### src/rtl/sckm_pkg.sv
// Shared types and the divide-ratio decode for the bit-clock mode block.
// Assumes ratio codes 0..4 (128,192,256,384,512); codes 5..7 act as 512.
package sckm_pkg;

    localparam int DIV_W = 5;

    typedef enum logic [1:0] {
        FMT_I2S     = 2'd0,
        FMT_LEFT    = 2'd1,
        FMT_RIGHT24 = 2'd2,
        FMT_RIGHT16 = 2'd3
    } fmt_e;

    typedef enum logic [1:0] {
        DE_OFF = 2'd0,
        DE_32K = 2'd1,
        DE_44K = 2'd2,
        DE_48K = 2'd3
    } deemph_e;

    // Master cycles per bit-clock period for a format and ratio code.
    function automatic logic [DIV_W-1:0] div_factor(input logic [1:0] fmt,
                                                     input logic [2:0] mr);
        logic wide;
        wide = (fmt == FMT_LEFT) || (fmt == FMT_RIGHT24);
        case (mr)
            3'd0:    div_factor = wide ? DIV_W'(2) : DIV_W'(4);
            3'd1:    div_factor = DIV_W'(4);
            3'd2:    div_factor = wide ? DIV_W'(4) : DIV_W'(8);
            3'd3:    div_factor = DIV_W'(8);
            default: div_factor = wide ? DIV_W'(8) : DIV_W'(16);
        endcase
    endfunction

endpackage

### src/rtl/sckm_pin_sync.sv
// Multi-stage synchronizer for a vector of asynchronous pins.
// Assumes each bit is an independent quasi-static or slow level.
module sckm_pin_sync #(
    parameter int W      = 2,
    parameter int STAGES = 2
) (
    input  logic         clk,
    input  logic         rst_n,
    input  logic [W-1:0] pin,
    output logic [W-1:0] level
);
    logic [W-1:0] chain [STAGES];

    // Shift each pin through STAGES flops; reset clears the chain.
    always_ff @(posedge clk) begin
        if (!rst_n) begin
            for (int s = 0; s < STAGES; s++) chain[s] <= '0;
        end else begin
            chain[0] <= pin;
            for (int s = 1; s < STAGES; s++) chain[s] <= chain[s-1];
        end
    end

    assign level = chain[STAGES-1];
endmodule

### src/rtl/sckm_mode_detect.sv
// Decides between the external and internal bit-clock source.
// Counts synchronized pin rising edges per frame-clock phase to enter
// external mode, and counts edge-free frames to leave it.
// Assumes lrck_edge/frame_start are one-cycle strobes in the clk domain.
module sckm_mode_detect #(
    parameter int EDGE_THR     = 16,
    parameter int QUIET_FRAMES = 2
) (
    input  logic clk,
    input  logic rst_n,
    input  logic sck_lvl,
    input  logic lrck_edge,
    input  logic frame_start,
    output logic pin_rise,
    output logic ext_mode
);
    localparam int ECNT_W = $clog2(EDGE_THR + 1);
    localparam int QCNT_W = $clog2(QUIET_FRAMES + 1);
    localparam logic [ECNT_W-1:0] THR_V = ECNT_W'(EDGE_THR);
    localparam logic [QCNT_W-1:0] QLAST = QCNT_W'(QUIET_FRAMES - 1);

    logic              sck_d;
    logic              hit;
    logic [ECNT_W-1:0] ecnt, ecnt_base, ecnt_nx;
    logic [QCNT_W-1:0] qcnt;

    assign pin_rise = sck_lvl & ~sck_d;

    // Next edge count: restart at each phase, saturate at threshold.
    always_comb begin
        ecnt_base = lrck_edge ? '0 : ecnt;
        ecnt_nx   = (pin_rise && ecnt_base != THR_V) ? ecnt_base + 1'b1 : ecnt_base;
    end

    // Edge history and per-phase edge counter.
    always_ff @(posedge clk) begin
        if (!rst_n) begin
            sck_d <= 1'b0;
            ecnt  <= '0;
        end else begin
            sck_d <= sck_lvl;
            ecnt  <= ecnt_nx;
        end
    end

    // Per-frame activity flag and consecutive quiet-frame counter.
    always_ff @(posedge clk) begin
        if (!rst_n) begin
            hit  <= 1'b0;
            qcnt <= '0;
        end else begin
            hit <= frame_start ? pin_rise : (hit | pin_rise);
            if (!ext_mode || (frame_start && (hit || pin_rise)))
                qcnt <= '0;
            else if (frame_start && qcnt != QLAST)
                qcnt <= qcnt + 1'b1;
        end
    end

    // Mode flag: enter on threshold, leave after enough quiet frames.
    always_ff @(posedge clk) begin
        if (!rst_n)
            ext_mode <= 1'b0;
        else if (!ext_mode && ecnt_nx == THR_V)
            ext_mode <= 1'b1;
        else if (ext_mode && frame_start && !hit && !pin_rise && qcnt == QLAST)
            ext_mode <= 1'b0;
    end

    // entry into external mode needs a pin edge in the cycle before.
    a_r1_enter_needs_edge: assert property (@(posedge clk) disable iff (!rst_n)
        $rose(ext_mode) |-> $past(pin_rise));
    // leaving external mode only happens at a frame boundary.
    a_r2_leave_on_frame: assert property (@(posedge clk) disable iff (!rst_n)
        $fell(ext_mode) |-> $past(frame_start));
    // a pin edge while external keeps the block external next cycle.
    a_r2_rise_keeps_ext: assert property (@(posedge clk) disable iff (!rst_n)
        (ext_mode && pin_rise) |=> ext_mode);
endmodule

### src/rtl/sckm_div_gen.sv
// Internal bit-clock divider: divides clk by div and restarts at every
// frame-clock transition so bit-clock edges align to the frame.
// Assumes div >= 2 and even.
module sckm_div_gen #(
    parameter int CNT_W = 5
) (
    input  logic             clk,
    input  logic             rst_n,
    input  logic             lrck_edge,
    input  logic [CNT_W-1:0] div,
    output logic             bclk,
    output logic             bclk_rise
);
    logic [CNT_W-1:0] cnt;
    logic [CNT_W-1:0] half;

    assign half = div >> 1;

    // Phase counter: cleared at frame edges, wraps at div-1.
    always_ff @(posedge clk) begin
        if (!rst_n || lrck_edge)
            cnt <= '0;
        else if (cnt >= div - 1'b1)
            cnt <= '0;
        else
            cnt <= cnt + 1'b1;
    end

    assign bclk      = (cnt >= half);
    assign bclk_rise = (cnt == half);

    // bit clock is low on the cycle after a frame-clock transition.
    a_r5_frame_aligned: assert property (@(posedge clk) disable iff (!rst_n)
        lrck_edge |=> !bclk);
    // rise strobes never occur on adjacent cycles.
    a_r4_rise_spacing: assert property (@(posedge clk) disable iff (!rst_n)
        bclk_rise |=> !bclk_rise);
endmodule

### src/rtl/sckm_deemph_dec.sv
// Decodes the de-emphasis selection; the upper select bit is the shared
// bit-clock pin and is honoured only in internal mode.
module sckm_deemph_dec (
    input  logic       clk,
    input  logic       rst_n,
    input  logic       ext_mode,
    input  logic       sel_hi,
    input  logic       sel_lo,
    output logic [1:0] code
);
    import sckm_pkg::*;

    deemph_e code_nx, code_q;

    // Select decode by mode.
    always_comb begin
        if (ext_mode)
            code_nx = sel_lo ? DE_44K : DE_OFF;
        else begin
            case ({sel_hi, sel_lo})
                2'b00:   code_nx = DE_OFF;
                2'b01:   code_nx = DE_44K;
                2'b10:   code_nx = DE_48K;
                default: code_nx = DE_32K;
            endcase
        end
    end

    // Registered output code.
    always_ff @(posedge clk) begin
        if (!rst_n) code_q <= DE_OFF;
        else        code_q <= code_nx;
    end

    assign code = code_q;

    // after a cycle in external mode only off or 44.1 kHz can appear.
    a_r8_ext_limited: assert property (@(posedge clk) disable iff (!rst_n)
        $past(ext_mode) |-> (code_q == DE_OFF || code_q == DE_44K));
endmodule

### src/rtl/sckm_mode_ctl.sv
// Top: bit-clock source selection, internal generation and de-emphasis
// decode. Assumes lrck_in is synchronous to clk; sck_pin and dem0_in are
// asynchronous and are synchronized here.
module sckm_mode_ctl #(
    parameter int EDGE_THR     = 16,
    parameter int QUIET_FRAMES = 2,
    parameter int SYNC_STAGES  = 2
) (
    input  logic       clk,
    input  logic       rst_n,
    input  logic       lrck_in,
    input  logic       sck_pin,
    input  logic       dem0_in,
    input  logic [1:0] fmt_sel,
    input  logic [2:0] mratio_sel,
    output logic       bclk_out,
    output logic       bclk_rise,
    output logic       ext_mode,
    output logic [1:0] deemph
);
    import sckm_pkg::*;

    localparam int CNT_W = DIV_W;

    logic             lrck_q, lrck_edge, frame_start;
    logic [1:0]       sync_lvl;
    logic             pin_rise, gen_bclk, gen_rise;
    logic [CNT_W-1:0] div;

    // Frame-clock history for edge detection.
    always_ff @(posedge clk) begin
        if (!rst_n) lrck_q <= 1'b0;
        else        lrck_q <= lrck_in;
    end

    assign lrck_edge   = lrck_in ^ lrck_q;
    assign frame_start = lrck_in & ~lrck_q;
    assign div         = div_factor(fmt_sel, mratio_sel);

    sckm_pin_sync #(.W(2), .STAGES(SYNC_STAGES)) u_sync (
        .clk(clk), .rst_n(rst_n), .pin({dem0_in, sck_pin}), .level(sync_lvl));

    sckm_mode_detect #(.EDGE_THR(EDGE_THR), .QUIET_FRAMES(QUIET_FRAMES)) u_detect (
        .clk(clk), .rst_n(rst_n), .sck_lvl(sync_lvl[0]), .lrck_edge(lrck_edge),
        .frame_start(frame_start), .pin_rise(pin_rise), .ext_mode(ext_mode));

    sckm_div_gen #(.CNT_W(CNT_W)) u_div (
        .clk(clk), .rst_n(rst_n), .lrck_edge(lrck_edge), .div(div),
        .bclk(gen_bclk), .bclk_rise(gen_rise));

    sckm_deemph_dec u_deemph (
        .clk(clk), .rst_n(rst_n), .ext_mode(ext_mode), .sel_hi(sync_lvl[0]),
        .sel_lo(sync_lvl[1]), .code(deemph));

    assign bclk_out  = ext_mode ? sync_lvl[0] : gen_bclk;
    assign bclk_rise = ext_mode ? pin_rise    : gen_rise;

    // the cycle after reset is sampled low, the block is internal.
    a_r9_reset_internal: assert property (@(posedge clk)
        !$past(rst_n) |-> (!ext_mode && deemph == 2'b00));
endmodule

### config.mk
export PLATFORM = sky130hd
export DESIGN_NAME = sckm_mode_ctl
export DESIGN_NICKNAME = d
export VERILOG_FILES = /design/src/rtl/sckm_pkg.sv /design/src/rtl/sckm_pin_sync.sv /design/src/rtl/sckm_mode_detect.sv /design/src/rtl/sckm_div_gen.sv /design/src/rtl/sckm_deemph_dec.sv /design/src/rtl/sckm_mode_ctl.sv
export SDC_FILE = /design/constraint.sdc
export NUM_CORES = 1
export LEC_CHECK = 0
export BUFFER_PORTS_ARGS = -buffer_cell sky130_fd_sc_hd__clkbuf_2
export CAP_MARGIN = 10
export CORE_MARGIN = 2
export CORE_UTILIZATION = 57
export DETAILED_ROUTE_END_ITERATION = 8
export PLACE_DENSITY_LB_ADDON = 0.25
export SLEW_MARGIN = 20
export SYNTH_ARGS = -nofsm -noshare
export SYNTH_HDL_FRONTEND = slang
export SYNTH_SLANG_ARGS = --single-unit
### constraint.sdc
create_clock -name clk -period 3.5 [get_ports clk]
set_input_delay 0.7 -clock clk [delete_from_list [all_inputs] [get_ports clk]]
set_output_delay 0.7 -clock clk [all_outputs]
set_load 0.02 [all_outputs]
### Word-level counts from Yosys, hierarchy flattened

Memory sizes are Yosys's and may differ from the RTL's.
Cells that the tools add are included.
Widths: inputs -> output; s select.

| cells by class | value |
|---|---|
| add/subtract/negate cells | 4 |
| multiply operators | 0 |
| divide/modulo/power cells | 0 |
| $lt $le $gt $ge | 2 |
| equality and inequality tests | 12 |
| shift operators | 0 |
| muxes and demuxes | 18 |
| bitwise operators | 9 |
| reduce and logical (&&, ||, !) cells | 21 |

Operators by type and width:

| kind | number |
|---|---|
| $pmux 5 s4 | 1 |
| $mux 5 | 3 |
| $add 5x1->5 const B | 2 |
| $logic_and 1x1->1 | 8 |
| $mux 2 | 4 |
| $mux 1 | 7 |
| $eq 2x1->1 const B | 3 |
| $eq 3x2->1 const B | 2 |
| $pmux 2 s3 | 1 |
| $eq 5x4->1 | 1 |
| $eq 5x5->1 const B | 1 |
| $ge 5x4->1 | 1 |
| $ge 5x5->1 | 1 |
| $ne 5x5->1 const B | 1 |
| $sub 5x1->5 const B | 1 |
| $eq 2x2->1 const B | 2 |
| $logic_not 1->1 | 4 |
| $logic_or 1x1->1 | 4 |
| $mux 4 | 1 |
| $reduce_or 2->1 | 2 |
| $eq 3x1->1 const B | 1 |
| $logic_not 3->1 | 1 |
| $mux 3 | 1 |
| $not 1->1 | 3 |
| 7 further kinds | 10 |

| storage, ports and cells | value |
|---|---|
| bits in registers | 18 |
| bits in latches | 0 |
| memory bits (writable) | 4 |
| memory bits (read-only) | 0 |
| output and inout bits | 5 |
| word-level logic and storage cells | 75 |
| memories | 1 |

Memory list:

| name | words | width | read ports | clocked after memory_dff | wr ports | line | source |
|---|---|---|---|---|---|---|---|
| u_sync.chain | 2 | 2 | 2 | 0 | 2 | sckm_pin_sync.sv:12 | `logic [W-1:0] chain [STAGES];` |

### Longest topological paths before layout

Gate-level depths: netlist of run 1.

| depth | value |
|---|---|
| depth in word-level cells | 8 |
| gate-level depth with buffers | 10 |
| gate-level depth less buffers | 9 |

### Hierarchy

Synthesis of run 1 repeated with hierarchy kept, for this count alone.

| second synthesis, totals | value |
|---|---|
| cells, all modules | 156 |
| area total of the unflattened synthesis | 1,428.9 µm² |

By module, submodules not included:

| module | instances | cells an instance | area each (µm²) | seq. area each (µm²) |
|---|---|---|---|---|
| sckm_mode_detect | 1 | 67 | 629.4 | 200.2 |
| sckm_div_gen | 1 | 52 | 440.4 | 100.1 |
| sckm_mode_ctl | 1 | 17 | 137.6 | 20.0 |
| sckm_pin_sync | 1 | 10 | 120.1 | 80.1 |
| sckm_deemph_dec | 1 | 10 | 101.3 | 40.0 |

### Least setup slack after synthesis of run 1

No wires, ideal clock.

| timing | value |
|---|---|
| path type | input to output |
| from | input fmt_sel[1] |
| to | output bclk_out |
| arrival time | 2.392 ns |
| data required time | 2.800 ns |
| path slack | 0.408 ns |
| stages | 8 |
| cell sequence | xnor2_1 -> nor3_1 -> or3b_1 -> ha_1 -> nor2b_1 -> o21a_1 -> o21ai_0 -> a32oi_1 |

| on the way | value |
|---|---|
| word-level cells in the longest chain between the ends | 6 |
| elaborated cells on any way between the ends | 9 |

Ends and longest elaborated chain:

| what | line | source |
|---|---|---|
| start: declaration | sckm_mode_ctl.sv:14 | `input logic [1:0] fmt_sel,` |
| $eq 2x1->1 / $eq 2x2->1 (equally long branches) | sckm_pkg.sv:25 | `wide = (fmt == FMT_LEFT) \|\| (fmt == FMT_RIGHT24);` |
| $logic_or 1x1->1 * | sckm_pkg.sv:25 |  |
| $mux 3, or another cell as far along | sckm_pkg.sv:27 | `3'd0: div_factor = wide ? DIV_W'(2) : DIV_W'(4);` |
| $pmux 5 s4 * | sckm_pkg.sv:26 | `case (mr)` |
| $ge 5x4->1 * | sckm_div_gen.sv:29 | `assign bclk = (cnt >= half);` |
| $mux 1 * | sckm_mode_ctl.sv:55 | `assign bclk_out = ext_mode ? sync_lvl[0] : gen_bclk;` |
| end: declaration | sckm_mode_ctl.sv:16 | `output logic bclk_out,` |

Mark *: on every way between the ends. The rest lies on a longest branch, timed or not.

### Final worst setup path of run 1

Ends and elaborated chain as after synthesis.

==> results of run 1 <==
worst max-delay path, stage by stage:
cell	delay, ns
sky130_fd_sc_hd__clkbuf_2	0.09
sky130_fd_sc_hd__xnor2_1	0.33
sky130_fd_sc_hd__nor3_1	0.07
sky130_fd_sc_hd__or3b_1	0.40
sky130_fd_sc_hd__ha_1	0.30
sky130_fd_sc_hd__nor2b_1	0.14
sky130_fd_sc_hd__o21a_1	0.16
sky130_fd_sc_hd__o21ai_0	0.16
sky130_fd_sc_hd__a32oi_1	0.11
sky130_fd_sc_hd__clkbuf_2	0.17
metrics by stage:
step / hold WS, ns / area, um2
6_report: 0.440 / 1420
4_1_cts: 0.444 / 1420
3_3_place_gp: 0.419 / 1370
3_5_place_dp: 0.426 / 1370
5_1_grt: 0.470 / 1420
2_1_floorplan: 0.412 / 1280
layout by cell type (no fill, tap or decap), types with 4 or more instances in the layout:
cell type / count
sky130_fd_sc_hd__nor2_1: 9
sky130_fd_sc_hd__xnor2_1: 5
sky130_fd_sc_hd__nand2_1: 9
sky130_fd_sc_hd__nand2b_1: 4
sky130_fd_sc_hd__ha_1: 16
sky130_fd_sc_hd__and2_1: 7
sky130_fd_sc_hd__clkbuf_2: 14
sky130_fd_sc_hd__inv_1: 11
sky130_fd_sc_hd__dfxtp_1: 22
sky130_fd_sc_hd__nor2b_1: 4
sky130_fd_sc_hd__nand3_1: 4
sky130_fd_sc_hd__o21ai_0: 6
worst max-delay path by stage:
stage | start | endpoint | slack [ns] | cells past startpoint
floorplan | fmt_sel[1] | bclk_out | 0.41 | 8
global placement | fmt_sel[1] | bclk_out | 0.27 | 10
detailed placement | fmt_sel[1] | bclk_out | 0.18 | 10
CTS | fmt_sel[1] | bclk_out | 0.18 | 10
global route | fmt_sel[1] | bclk_out | 0.04 | 10
finish | fmt_sel[1] | bclk_out | 0.18 | 10
flip-flops by register name (all words and copies together) (netlist names):
name / count
u_detect.ecnt: 5
u_div.cnt: 5
u_sync.chain: 4
u_deemph.code: 2
u_detect.qcnt: 2
lrck_q: 1
u_detect.ext_mode: 1
u_detect.hit: 1
u_detect.sck_d: 1
cell type report:
| class | instances | area [um2] |
|---|---|---|
| repair buffers | 14 | 70.1 |
| inverters | 11 | 41.3 |
| well taps | 28 | 35.0 |
| multi-input cells | 104 | 779 |
| clock inverters | 1 | 30.0 |
| flip-flops and latches | 22 | 440 |
| clock buffers | 3 | 22.5 |
| fillers | 195 | 751 |
report_power, final:
group	total [mW]	internal [mW]	switching, mW
combinational	0.0815	0.0356	0.0459
sequential	0.262	0.257	0.00527
clock	0.194	0.116	0.0787
total	0.538	0.409	0.130
metal layers:
| metal | vias to the layer above | global-route usage (%) |
|---|---|---|
| met2 | 16 | 37.4 |
| met1 | 457 | 23.3 |
| met3 | 2 | 4.39 |
| met4 | 0 | 7.89 |
| met5 | - | 0 |
| li1 | 518 | - |
cells by family after synthesis:
logic type | Yosys count | share of synthesized area, %
multiplexers | 3 | 3.31
flip-flops | 22 | 34.3
adder cells (fa/ha/maj) | 16 | 15.6
buffers and inverters | 15 | 5.06
AND/OR/NAND/NOR | 52 | 22.6
XOR/XNOR | 8 | 5.45
other | 1 | 0.292
AO/OA/AOI/OAI | 24 | 13.4
==> reports/qor.log, run 1 <==
INFO  routing        first_pass_iters=4
INFO  worst_setup_path setup.worst_path.class=in2out
INFO  cells_and_area area_growth=10.4%
INFO  synthesis      synthesis.instances=141
INFO  worst_hold_path holdPathEnd=u_sync.chain[0][3]
INFO  routing        drt_wl_total=2390um
INFO  cts            cts.hold.buffers_added=0
INFO  sta            minimum_clock_period_after_layout=3.32ns
INFO  placement      placed_cells_incl_taps=179
INFO  worst_setup_path worst_setup_path_end_kind=output port
INFO  synthesis      netlist_cell_types=41
INFO  outcome        run_status=finished clean
INFO  power_and_ir_drop worst_ir_drop_vdd=400uV
INFO  cells_and_area antenna-diode-count=0
INFO  worst_setup_path worst_setup_path_start_kind=primary input
INFO  sta            maxSlewViolCount=0
INFO  routing        route.detailed.wl_per_inst=13.1um
INFO  synthesis      yosys_most_used_dff=sky130_fd_sc_hd__dfxtp_1
INFO  cells_and_area final_layout_size_suffix_gt1_share=14.8%
INFO  routing        route.met2.wl=1250um
INFO  floorplanning  num_io_pins=15
INFO  worst_setup_path timing.rr.start=lrck_q
INFO  routing        routed_via_density=5.43
INFO  cts            post_cts_resize_count=0
INFO  synthesis      post_synth_instance_area=0.00128mm2
INFO  cts            max-clock-path-buffers=2
INFO  global_route   globalRoute.totalOverflow=0
INFO  floorplanning  die_x=51.5um
INFO  routing        routed.top_layer=met4
INFO  sta            worst-slew-pin-transition=0.526ns
INFO  sta            period_share=95.0%
INFO  routing        postRouteAntennaNets=0
INFO  sta            timing.max_slew.rel_slack=64.6%
INFO  power_and_ir_drop leakage=0.658nW
INFO  cts            clkLatencyLatePin=0.31ns
INFO  global_route   number_of_antenna_violations_at_the_first_check_in_global_routing=0
INFO  cells_and_area final_core_utilization=65.4%
INFO  power_and_ir_drop power-per-cell-area=379mW/mm2
INFO  worst_hold_path min-delay-start=u_sync.chain[0][1]
INFO  synthesis      ys.warnings.count=0
INFO  worst_setup_path cp.required=2.80ns
INFO  global_route   grt_start_max_net_pins=16
INFO  synthesis      yosys_register_bits=22
INFO  sta            rsz0062_at_grt=false
INFO  synthesis      synth_nets=167
INFO  cells_and_area fin_nets=182
INFO  cts            cts.root.buffer_cell=sky130_fd_sc_hd__clkbuf_4
INFO  cts            cts_buffers=3
INFO  cts            ctsHtreeMaxLevel=1
INFO  synthesis      synth_enable_flop_cells=0
INFO  routing        dr_wl_met3=80um
INFO  floorplanning  std_cell_rows=17
INFO  sta            layout_setup_ws=0.175ns
INFO  placement      post-place-ws=0.176ns
INFO  routing        sum_of_routed_wire_segments_on_met1=1050um
INFO  placement      gp_congestion=0.805
INFO  cts            cts_tree=yes
INFO  synthesis      post-synth-top-count-cell=sky130_fd_sc_hd__dfxtp_1
INFO  worst_setup_path r2r_slack=1.11ns
INFO  worst_hold_path worstHoldPathCells=1
INFO  synthesis      ys_async_sr_fraction=0%
INFO  routing        drc=0
INFO  worst_setup_path timing.reg2reg.worst_path_depth=9
INFO  worst_setup_path reg2reg_to=u_detect.ext_mode
INFO  synthesis      yosys.area.top_type_share=34.3%
INFO  sta            timing.setup.tns=0ns
INFO  floorplanning  height_of_the_die=51.5um
INFO  cts            clkSinkCount=22
INFO  sta            fin_skew=0.0104ns
INFO  cts            cts.clk_slew.worst_paths=0.13ns
INFO  global_route   vias_in_the_first_global_route=1006
INFO  global_route   grt_pass1_wl=4080um
INFO  placement      dpl.hpwl=1890um
INFO  sta            finalSetupViolations=0
INFO  worst_hold_path timing.hold.worst.class=reg2reg
INFO  sta            timing.fmax=301MHz
INFO  power_and_ir_drop design_power_total=0.538mW
INFO  synthesis      syn-mean-instance-area=9.11um2
INFO  synthesis      synth.top_cells.by_area=sky130_fd_sc_hd__dfxtp_1 (34%), sky130_fd_sc_hd__ha_1 (16%), sky130_fd_sc_hd__and2_1 (3.4%), sky130_fd_sc_hd__xnor2_1 (3.4%), sky130_fd_sc_hd__inv_1 (3.2%)
INFO  worst_setup_path worst-path-max-fanout=5
INFO  global_route   grt.total_usage=20.6%
INFO  placement      port_buffers=14
INFO  cts            post-cts-setup-buffers=0
INFO  cells_and_area final_cells=183
INFO  synthesis      synth_common_cells=sky130_fd_sc_hd__dfxtp_1 (22), sky130_fd_sc_hd__ha_1 (16), sky130_fd_sc_hd__inv_1 (11)
INFO  synthesis      ys_seq_area_share=34.3%
INFO  routing        detailroute.via_count=993
INFO  sta            finalHoldViolCount=0
INFO  floorplanning  floorplan.initialDensity=59.2%
INFO  worst_setup_path arrival=2.62ns
INFO  floorplanning  core_area=0.00217mm2
INFO  synthesis      synth_area_leader_cell=sky130_fd_sc_hd__dfxtp_1
INFO  routing        drtIter0Drc=12
INFO  floorplanning  die-area=0.00265mm2
INFO  run            maxCapViolCount=0
Power figures use the tool's default switching activity.
==> run 2, diff against run 1 <==
- ABC_AREA: not set -> 1
- CORE_UTILIZATION: 57 -> 60
- clock period: 3.5 -> 4.1 ns (I/O delays scaled with it)
==> run 2 against run 1 <==
Against the previous run:
- critical path depth rose by 1
- flip-flop and latch count did not move
- combinational power fell by 12%
- clock power fell by 39%
- critical endpoint unchanged
- highest routed layer unchanged
==> reports/qor.log, run 2 <==
INFO  global_route   grt_start_max_net_pins=13
INFO  sta            minimum_clock_period_after_layout=3.27ns
INFO  power_and_ir_drop internal_power=0.301mW
INFO  placement      placed_cells_incl_taps=218
INFO  synthesis      post-synth-top-count-cell=sky130_fd_sc_hd__nand2_1
INFO  power_and_ir_drop power.combinational.fraction=17.3%
INFO  global_route   globalRoute.totalOverflow=0
INFO  placement      standard_cell_area_after_detailed_placement=0.00136mm2
INFO  cts            clkSinkCount=22
INFO  worst_setup_path worst_setup_path_start_kind=primary input
INFO  worst_setup_path setup.worst_path.class=in2out
INFO  placement      port_buffers=14
INFO  cts            post_cts_resize_count=0
INFO  routing        drtIter0Drc=9
INFO  cells_and_area reg.largest.list=u_detect.ecnt x5, u_div.cnt x5, u_sync.chain x4
INFO  sta            timing.setup.tns=0ns
INFO  cells_and_area antenna-diode-count=0
INFO  global_route   grt.total_usage=24.6%
INFO  synthesis      synth_nets=204
INFO  sta            period_share=79.8%
INFO  worst_setup_path slowest_stage=sky130_fd_sc_hd__ha_1
INFO  cts            cts_buffers=3
INFO  routing        routed_via_density=5.12
INFO  power_and_ir_drop power-per-cell-area=297mW/mm2
INFO  cells_and_area final_layout_size_suffix_gt1_share=13.3%
INFO  outcome        run_status=finished clean
INFO  power_and_ir_drop leakage=0.763nW
INFO  floorplanning  core_area=0.00198mm2
INFO  placement      gp_congestion=0.818
INFO  floorplanning  std_cell_rows=16
INFO  cts            max-clock-path-buffers=2
INFO  synthesis      synth.top_cells.by_area=sky130_fd_sc_hd__dfxtp_1 (35%), sky130_fd_sc_hd__ha_1 (16%), sky130_fd_sc_hd__nand2_1 (13%), sky130_fd_sc_hd__inv_1 (9.4%), sky130_fd_sc_hd__nor2_1 (5.9%)
INFO  cts            cts.hold.buffers_added=0
INFO  synthesis      syn-mean-instance-area=7.14um2
INFO  cts            ctsHtreeMaxLevel=1
INFO  worst_setup_path slowest_delay=0.32ns
INFO  sta            timing.fmax=306MHz
INFO  synthesis      synthesis.instances=178
INFO  floorplanning  floorplan.initialDensity=64.1%
INFO  synthesis      ys.warnings.count=0
INFO  worst_setup_path cpLargestDelayFamily=compound AO/OA/AOI/OAI gates
INFO  synthesis      netlist_cell_types=26
INFO  routing        detailroute.via_count=1137
INFO  synthesis      ys_async_sr_fraction=0%
INFO  power_and_ir_drop worst_ir_drop_vdd=310uV
INFO  floorplanning  num_io_pins=15
INFO  synthesis      synth_area_leader_cell=sky130_fd_sc_hd__dfxtp_1
INFO  worst_setup_path worst-path-max-fanout=2
INFO  routing        drc=0
INFO  synthesis      yosys.area.top_type_share=34.6%
INFO  cts            cts.root.buffer_cell=sky130_fd_sc_hd__clkbuf_4
INFO  routing        route.detailed.wl_per_inst=11.8um
INFO  cells_and_area area_growth=10.1%
INFO  routing        first_pass_iters=4
INFO  cells_and_area final_cell_mix=sky130_fd_sc_hd__nand2_1 (44), sky130_fd_sc_hd__inv_1 (32), sky130_fd_sc_hd__dfxtp_1 (22)
INFO  sta            fin_skew=0.00323ns
INFO  power_and_ir_drop power_switching_share=27.6%
INFO  global_route   number_of_antenna_violations_at_the_first_check_in_global_routing=0
INFO  synthesis      yosys_most_used_dff=sky130_fd_sc_hd__dfxtp_1
INFO  worst_hold_path worstHoldPathCells=2
INFO  synthesis      synth_common_cells=sky130_fd_sc_hd__nand2_1 (44), sky130_fd_sc_hd__inv_1 (32), sky130_fd_sc_hd__dfxtp_1 (22)
INFO  run            maxCapViolCount=0
INFO  sta            finalSetupViolations=0
INFO  cts            cts.clk_slew.worst_paths=0.11ns
INFO  power_and_ir_drop power.clock.fraction=28.3%
INFO  synthesis      post_synth_instance_area=0.00127mm2
INFO  synthesis      ys_seq_area_share=34.6%
INFO  power_and_ir_drop sequentialPowerShare=54.4%
INFO  synthesis      synth_enable_flop_cells=0
INFO  global_route   vias_in_the_first_global_route=1181
INFO  power_and_ir_drop power.net_switching=0.115mW
INFO  routing        postRouteAntennaNets=0
INFO  cts            post-cts-setup-buffers=0
INFO  worst_setup_path cp.required=3.28ns
INFO  sta            maxSlewViolCount=0
INFO  cts            clkLatencyLatePin=0.31ns
INFO  sta            finalHoldViolCount=0
INFO  worst_setup_path cp_cell_sequence=clkbuf_2 > xnor2_1 > nor2_1 > o21ai_0 > nand2_1 > ha_1 > nand2_1 > o21ai_0 > inv_1 > a31oi_1 > clkbuf_2
INFO  cells_and_area layout.cell_area.non_filler=0.00140mm2
INFO  floorplanning  die_x=50.0um
INFO  worst_setup_path cp_num_buf_inv=3
INFO  routing        drt_wl_total=2620um
INFO  floorplanning  height_of_the_die=50.0um
INFO  worst_hold_path timing.hold.worst.class=reg2reg
INFO  global_route   grt_pass1_wl=4680um
INFO  worst_setup_path worst_setup_path_end_kind=output port
INFO  placement      dpl.hpwl=2140um
INFO  synthesis      yosys_register_bits=22
INFO  worst_setup_path timing.reg2reg.worst_path_depth=12
INFO  cells_and_area final_cells=222
INFO  cells_and_area mostFrequentLayoutCell=sky130_fd_sc_hd__nand2_1
INFO  cts            cts_tree=yes
INFO  worst_setup_path arrival=2.45ns
INFO  cells_and_area fin_nets=222
INFO  worst_setup_path cp_num_cells=11
INFO  floorplanning  die-area=0.00250mm2
INFO  sta            rsz0062_at_grt=false
-- run 2: cell count changes after synthesis, sizes merged, moves of 5 or more --
| cell | before | now |
|---|---|---|
| nand2 | 9 | 46 |
| inv | 11 | 33 |
| nor2 | 9 | 22 |
| and2 | 8 | 0 |
| a21oi | 3 | 8 |
| nand3 | 4 | 9 |
| nor2b | 5 | 0 |
-- run 2: area by class of cell --
type / instances / area (um2)
fill: 164 / 582
tap: 27 / 33.8
inverter: 34 / 129
sequential: 22 / 440
multi-input combinational: 121 / 691
timing repair buffer: 14 / 70.1
clock buffer: 4 / 36.3
-- run 2: stage by stage --
stage / hold slack (ns) / util [%] / worst slack (ns) / total power [mW]
after floorplan: 0.390 / - / 1.02 / 0.281
final: 0.429 / 70.6 / 0.828 / 0.416
after CTS: 0.432 / 70.6 / 0.834 / 0.421
after global routing: 0.447 / 70.6 / 0.579 / 0.444
after global placement: 0.396 / 68.8 / 0.884 / 0.299
after detailed placement: 0.406 / 68.8 / 0.849 / 0.303
-- run 2: worst register-to-register path, cell delays in order, from the launching register on --
cell                      delay (ns)
sky130_fd_sc_hd__dfxtp_1        0.33
sky130_fd_sc_hd__inv_1          0.04
sky130_fd_sc_hd__ha_1           0.41
sky130_fd_sc_hd__nand2_1        0.17
sky130_fd_sc_hd__inv_1          0.12
sky130_fd_sc_hd__ha_1           0.20
sky130_fd_sc_hd__inv_1          0.07
sky130_fd_sc_hd__nor2_1         0.15
sky130_fd_sc_hd__nand3_1        0.09
sky130_fd_sc_hd__o21ai_0        0.12
sky130_fd_sc_hd__nor2_1         0.08
sky130_fd_sc_hd__nand3_1        0.08
sky130_fd_sc_hd__nand2_1        0.05
-- run 2: worst paths after layout --
kind / startpoint / endpoint / slack, ns
setup reg to reg: lrck_q / u_detect.ext_mode / 2.06
hold reg to reg: u_sync.chain[0][1] / u_sync.chain[0][3] / 0.43
setup / recovery: fmt_sel[1] / bclk_out / 0.83
hold / removal: u_sync.chain[0][1] / u_sync.chain[0][3] / 0.43
-- run 2: cells by family (layout without fill, tap and decap cells) --
| logic type | count (synthesis) | after routing | synth area share (%) |
|---|---|---|---|
| AND/OR/NAND/NOR | 82 | 82 | 27.7 |
| buffers and inverters | 35 | 52 | 11.0 |
| flip-flops | 22 | 22 | 34.6 |
| AO/OA/AOI/OAI | 18 | 18 | 7.88 |
| adder cells (fa/ha/maj) | 16 | 16 | 15.7 |
| XOR/XNOR | 4 | 4 | 2.76 |
| other | 1 | 1 | 0.295 |
-- run 2: power by group through the flow --
stage / Sequential, mW / Combinational [mW] / Clock, mW
6_report: 0.226 / 0.0719 / 0.118
5_1_grt: 0.228 / 0.0830 / 0.134
4_1_cts: 0.227 / 0.0722 / 0.123
3_5_place_dp: 0.231 / 0.0720 / 0
3_3_place_gp: 0.231 / 0.0681 / 0
2_1_floorplan: 0.232 / 0.0496 / 0
-- run 2: layer usage --
layer / global-route usage [%] / up-vias / wire (um)
li1: - / 589 / -
met1: 25.5 / 525 / 1100
met2: 47.1 / 15 / 1400
met3: 3.94 / 8 / 46
met4: 11.6 / 0 / 76
met5: 0 / - / 0
